$ cat src/rtl/rsc_pkg.sv
package rsc_pkg;
  localparam logic [3:0] MODE_IDLE = 4'd0;
  localparam logic [3:0] MODE_ROWS = 4'd6;
  localparam logic [3:0] MODE_COLS = 4'd7;
  localparam int SIG_W = 8;
  localparam logic [SIG_W-1:0] SIG_POLY = 8'h1D;

  typedef enum logic [2:0] {
    S_IDLE, S_SWEEP, S_DRAIN, S_SHIFT, S_DONE
  } rsc_state_e;

  function automatic logic [SIG_W-1:0] sig_fold(input logic [SIG_W-1:0] s,
                                                input logic [SIG_W-1:0] d);
    return {s[SIG_W-2:0], 1'b0} ^ (s[SIG_W-1] ? SIG_POLY : '0) ^ d;
  endfunction
endpackage

$ cat src/rtl/rsc_sweep.sv
module rsc_sweep
  import rsc_pkg::*;
#(
  parameter int ROW_AW = 8,
  parameter int COL_AW = 8
) (
  input  logic              clk,
  input  logic              rst_n,
  input  logic              start,
  output logic [3:0]        mode_o,
  output logic [ROW_AW-1:0] row_o,
  output logic [COL_AW-1:0] col_o,
  output logic              clr_o,
  output logic              cap_o,
  output logic              shift_o,
  output logic [2:0]        bit_o,
  output logic              done_o
);
  localparam int CNT_W = (ROW_AW > COL_AW) ? ROW_AW : COL_AW;

  rsc_state_e       state;
  logic             phase;
  logic [1:0]       outer;
  logic [CNT_W-1:0] inner;
  logic             inner_last;
  logic             cap_q;
  logic [2:0]       bit_q;

  always_comb begin
    inner_last = phase ? (inner[ROW_AW-1:0] == {ROW_AW{1'b1}})
                       : (inner[COL_AW-1:0] == {COL_AW{1'b1}});
  end

  always_ff @(posedge clk or negedge rst_n) begin
    if (!rst_n) begin
      state <= S_IDLE;
      phase <= 1'b0;
      outer <= '0;
      inner <= '0;
      cap_q <= 1'b0;
      bit_q <= '0;
    end else begin
      cap_q <= (state == S_SWEEP);
      case (state)
        S_IDLE: if (start) begin
          state <= S_SWEEP;
          phase <= 1'b0;
          outer <= '0;
          inner <= '0;
        end
        S_SWEEP: begin
          if (inner_last) begin
            inner <= '0;
            outer <= outer + 2'd1;
            if (outer == 2'd3) begin
              if (phase) state <= S_DRAIN;
              else       phase <= 1'b1;
            end
          end else begin
            inner <= inner + 1'b1;
          end
        end
        S_DRAIN: begin
          state <= S_SHIFT;
          bit_q <= '0;
        end
        S_SHIFT: begin
          bit_q <= bit_q + 3'd1;
          if (bit_q == 3'd7) state <= S_DONE;
        end
        default: state <= S_IDLE;
      endcase
    end
  end

  always_comb begin
    mode_o = MODE_IDLE;
    row_o  = '0;
    col_o  = '0;
    if (state == S_SWEEP) begin
      if (!phase) begin
        mode_o = MODE_ROWS;
        row_o  = ROW_AW'(outer);
        col_o  = inner[COL_AW-1:0];
      end else begin
        mode_o = MODE_COLS;
        row_o  = inner[ROW_AW-1:0];
        col_o  = COL_AW'(outer);
      end
    end
  end

  assign clr_o   = (state == S_IDLE) && start;
  assign cap_o   = cap_q;
  assign shift_o = (state == S_SHIFT);
  assign bit_o   = bit_q;
  assign done_o  = (state == S_DONE);


  col_step_chk: assert property (@(posedge clk) disable iff (!rst_n)
    (mode_o == MODE_ROWS && $past(mode_o) == MODE_ROWS && col_o != '0)
      |-> col_o == COL_AW'($past(col_o) + 1'b1));


  finished_pulse_chk: assert property (@(posedge clk) disable iff (!rst_n)
    done_o |=> !done_o);
endmodule

$ cat src/rtl/rsc_misr.sv
module rsc_misr
  import rsc_pkg::*;
(
  input  logic             clk,
  input  logic             rst_n,
  input  logic             clr,
  input  logic             cap,
  input  logic [SIG_W-1:0] data,
  output logic [SIG_W-1:0] sig_o
);
  always_ff @(posedge clk or negedge rst_n) begin
    if (!rst_n)   sig_o <= '0;
    else if (clr) sig_o <= '0;
    else if (cap) sig_o <= sig_fold(sig_o, data);
  end


  misr_clear_chk: assert property (@(posedge clk) disable iff (!rst_n)
    clr |=> sig_o == '0);
endmodule

$ cat src/rtl/rsc_report.sv
module rsc_report
  import rsc_pkg::*;
#(
  parameter bit               COMPARE_EN   = 1'b1,
  parameter logic [SIG_W-1:0] EXPECTED_SIG = '0
) (
  input  logic             clk,
  input  logic             rst_n,
  input  logic             clr,
  input  logic             shift,
  input  logic [2:0]       bit_idx,
  input  logic [SIG_W-1:0] sig_i,
  output logic             sig_out_o,
  output logic             sig_valid_o,
  output logic             ok_o
);
  logic cmp_ok;

  generate
    if (COMPARE_EN) begin : g_cmp
      assign cmp_ok = (sig_i == EXPECTED_SIG);
    end else begin : g_nocmp
      assign cmp_ok = 1'b1;
    end
  endgenerate

  assign sig_valid_o = shift;
  assign sig_out_o   = shift & sig_i[3'd7 - bit_idx];

  always_ff @(posedge clk or negedge rst_n) begin
    if (!rst_n)                        ok_o <= 1'b0;
    else if (clr)                      ok_o <= 1'b0;
    else if (shift && bit_idx == 3'd7) ok_o <= cmp_ok;
  end


  sig_hold_chk: assert property (@(posedge clk) disable iff (!rst_n)
    (shift && $past(shift)) |-> $stable(sig_i));


  ok_clear_chk: assert property (@(posedge clk) disable iff (!rst_n)
    clr |=> !ok_o);
endmodule

$ cat src/rtl/rom_sig_compressor.sv
module rom_sig_compressor
  import rsc_pkg::*;
#(
  parameter int               ROW_AW       = 8,
  parameter int               COL_AW       = 8,
  parameter bit               COMPARE_EN   = 1'b1,
  parameter logic [SIG_W-1:0] EXPECTED_SIG = 8'h00
) (
  input  logic              clk,
  input  logic              rst_n,
  input  logic              start,
  output logic [3:0]        mode_o,
  output logic [ROW_AW-1:0] row_addr_o,
  output logic [COL_AW-1:0] col_addr_o,
  input  logic [7:0]        rd_data_i,
  output logic              sig_out_o,
  output logic              sig_valid_o,
  output logic              finished_o,
  output logic              rom_ok_o
);
  logic             clr, cap, shift;
  logic [2:0]       bit_idx;
  logic [SIG_W-1:0] sig;

  rsc_sweep #(.ROW_AW(ROW_AW), .COL_AW(COL_AW)) u_sweep (
    .clk, .rst_n, .start,
    .mode_o, .row_o(row_addr_o), .col_o(col_addr_o),
    .clr_o(clr), .cap_o(cap), .shift_o(shift), .bit_o(bit_idx),
    .done_o(finished_o)
  );

  rsc_misr u_misr (
    .clk, .rst_n, .clr, .cap, .data(rd_data_i), .sig_o(sig)
  );

  rsc_report #(.COMPARE_EN(COMPARE_EN), .EXPECTED_SIG(EXPECTED_SIG)) u_report (
    .clk, .rst_n, .clr, .shift, .bit_idx, .sig_i(sig),
    .sig_out_o, .sig_valid_o, .ok_o(rom_ok_o)
  );


  valid_idle_mode_chk: assert property (@(posedge clk) disable iff (!rst_n)
    sig_valid_o |-> mode_o == MODE_IDLE);
endmodule

$ cat config.mk
export PLATFORM = sky130hd
export DESIGN_NAME = rom_sig_compressor
export DESIGN_NICKNAME = d
export VERILOG_FILES = /design/src/rtl/rsc_pkg.sv /design/src/rtl/rsc_sweep.sv /design/src/rtl/rsc_misr.sv /design/src/rtl/rsc_report.sv /design/src/rtl/rom_sig_compressor.sv
export SDC_FILE = /design/constraint.sdc
export NUM_CORES = 1
export LEC_CHECK = 0
export BUFFER_PORTS_ARGS = -buffer_cell sky130_fd_sc_hd__buf_2
export CAP_MARGIN = 25
export CORE_AREA = 2 2 68 70
export DETAILED_ROUTE_END_ITERATION = 16
export DIE_AREA = 0 0 70 72
export PLACE_DENSITY = 0.66
export SLEW_MARGIN = 15
export SYNTH_ARGS = -nofsm -noshare
export SYNTH_HDL_FRONTEND = slang
export SYNTH_SLANG_ARGS = --single-unit
$ cat constraint.sdc
create_clock -name clk -period 2.2 [get_ports clk]
set_clock_uncertainty 0.1 [all_clocks]
set_input_delay 0.22 -clock clk [delete_from_list [all_inputs] [get_ports clk]]
set_output_delay 0.22 -clock clk [all_outputs]
set_load 0.01 [all_outputs]
==> qor.csv <==
metric;value;unit
insertedDiodeCount;0;
vdd_drop_max;0.410;mV
initial_core_util;0.389;
routed-via-count;1414;
synthesis.nets;194;
insertion_delay;0.28;ns
ys.flop_type;dfrtp_1;
hold_path.class;in -> reg;
power_density;662;mW/mm^2
ctsHtreeMaxLevel;1;
tns;0;ns
final_common_cell;buf_2;
synth.largest_area_cell;dfrtp_1;
die_x;70;um
period_minus_slack;2.09;ns
drc;0;
dp_cells;258;
grt_pass1_vias;1311;
gp_congestion;0.816;
synthArstFlopShare;1.00;
clockBufferDepth;2;
die-area;0.00504;sq mm
areaGrowthSynthToFinish;16.7;%
cp.arrival;1.77;ns
p_total;1280;uW
fmax;479;MHz
max_stage_delay;0.49;ns
yosysSeqAreaShare;0.407;
ys_ff_latch;27;
required;1.88;ns
yosys-top-cells-area;dfrtp_1 (41%), mux2i_1 (4.8%), nand2_1 (4.3%), xnor2_1 (4.2%), o21ai_0 (3.6%);
grt_overflow_total;0;
hpwl;2600;um
drive_above_1_share;0.256;
ys_types;40;
critPathCaptureType;output port;
root_buffer;clkbuf_8;
cts_buffers;3;
port_buffers;33;
syn_area;0.00166;sq mm
grt_pass1_wl;6240;um
post-route-util;0.455;
worst_path_max_delay_cell;or3b_4;
crit_type;reg -> out;
syn_avg_cell_area;9.28;sq um
cts_tree;yes;
core_area;0.00426;sq mm
slew_headroom;0.595;
maxCapViolations;0;
clkTransAtPathRegs;0.10;ns
grtUsageMet1;0.199;
cp_top_family;simple AND/OR/NAND/NOR gates;
grt_use_met2;0.266;
io_pins;35;
busiest_layer;met2;
worstPathMaxFanout;12;
rows;24;
final_antenna_net_count;0;
synth_edf_count;0;
setup_violations;0;
crit_path_cell_trace;or3b_4 > buf_4 > nor2_2 > and2_1 > buf_2;
path_buf_inv;2;
syn_inst;179;
drt_wl_total;3540;um
rsz0062_at_grt;true;
status;completed;
die_y;72;um
p_leak;0.000897;uW
final_cell_mix;buf_2 (33), dfrtp_1 (27), nand2_1 (19);
fin_nets;227;
finalHoldViolCount;0;
tightestPinTransition;0.607;ns
antenna_found_initial;0;
final-max-slew-violation-count;0;
initialDrtViolationCount;98;
dr.pass1.iters;5;
grt_max_degree;28;
fin_cells;263;
via_per_inst;5.38;
use_met3;0.0333;
yosysTopAreaCellShare;0.407;
grt_usage;0.152;
wl_per_cell;13.4;um
cts_sinks;27;
finalCritPeriodShare;0.950;
critPathLaunchType;flop;
yosys_warnings;0;
[per-stage QoR]
step	setup slack [ns]	hold slack [ns]	cell area, sq um
2_1_floorplan	0.326	-0.176	1660
3_3_place_gp	0.278	0.179	1870
3_5_place_dp	0.237	0.172	1870
4_1_cts	0.0426	0.115	1930
5_1_grt	-0.0148	0.121	1940
6_report	0.110	0.115	1940
[synth_stat cells, drive strengths merged (5+ instances only)]
| cell type | count |
|---|---|
| xnor2 | 8 |
| nand3b | 5 |
| nand2 | 19 |
| o21ai | 13 |
| and3 | 6 |
| a211oi | 5 |
| nor2 | 12 |
| clkbuf | 8 |
| nand3 | 10 |
| mux2i | 8 |
| inv | 6 |
| buf | 6 |
| and2 | 6 |
| dfrtp | 27 |
[state kept, by name, indices dropped and copies added, names as in the netlist]
signal,flops
u_report.ok_o,1
u_sweep.state,3
u_sweep.phase,1
u_sweep.inner,8
u_sweep.bit_o,3
u_sweep.outer,2
u_misr.sig_o,8
u_sweep.cap_o,1
[final cells by class]
cell class / instances / area [sq um]
Tap cell: 52 / 65.1
Fill cell: 422 / 2330
Timing Repair Buffer: 42 / 235
Clock inverter: 1 / 7.51
Multi-Input combinational cell: 132 / 887
Clock buffer: 3 / 41.3
Inverter: 6 / 26.3
Sequential cell: 27 / 676
[worst paths after layout]
path	startpoint	end	slack, ns	depth (start not counted)
hold / removal	rd_data_i[6]	u_misr.sig_o[6]	0.11	3
min in group asynchronous	rst_n	u_sweep.bit_o[2]	0.38	2
hold reg to reg	u_sweep.outer[0]	u_sweep.outer[0]	0.45	1
max in group asynchronous	rst_n	u_sweep.inner[5]	1.22	2
setup reg to reg	u_sweep.state[0]	u_sweep.inner[5]	0.33	4
setup / recovery	u_sweep.state[1]	col_addr_o[5]	0.11	5
[what timing repair did]
item / in CTS / in global routing
hold endpoints to repair: 27 / 0
buffers inserted: 0 / 0
resized for setup: 1 / 2
hold buffers: 1 / 0
endpoints found under the setup margin: 9 / 9
[routing by layer]
layer  routed length [um]  vias to the layer above
li1                     -                      699
met1                 1640                      666
met2                 1700                       44
met3                  175                        5
met4                   19                        0
met5                    0                        -
[cell families after synthesis]
| group | share of synthesized area |
|---|---|
| compound gates | 0.116 |
| xor+xnor | 0.0580 |
| fa+ha+maj | 0.0301 |
| buf+inv | 0.0618 |
| flops | 0.407 |
| mux | 0.0821 |
| other cells | 0.00226 |
| simple gates | 0.243 |
[power by group]
part           internal [uW]  total, uW  switching [uW]
registers                579        703             124
clock network            129        296             167
logic                    180        284             105
total                    888       1280             396
[worst min-delay path, stage by stage]
cell and delay (ns):
buf_2 0.08, xnor2_1 0.10, a211oi_1 0.06
No activity file was read; power rests on OpenSTA's default activity.
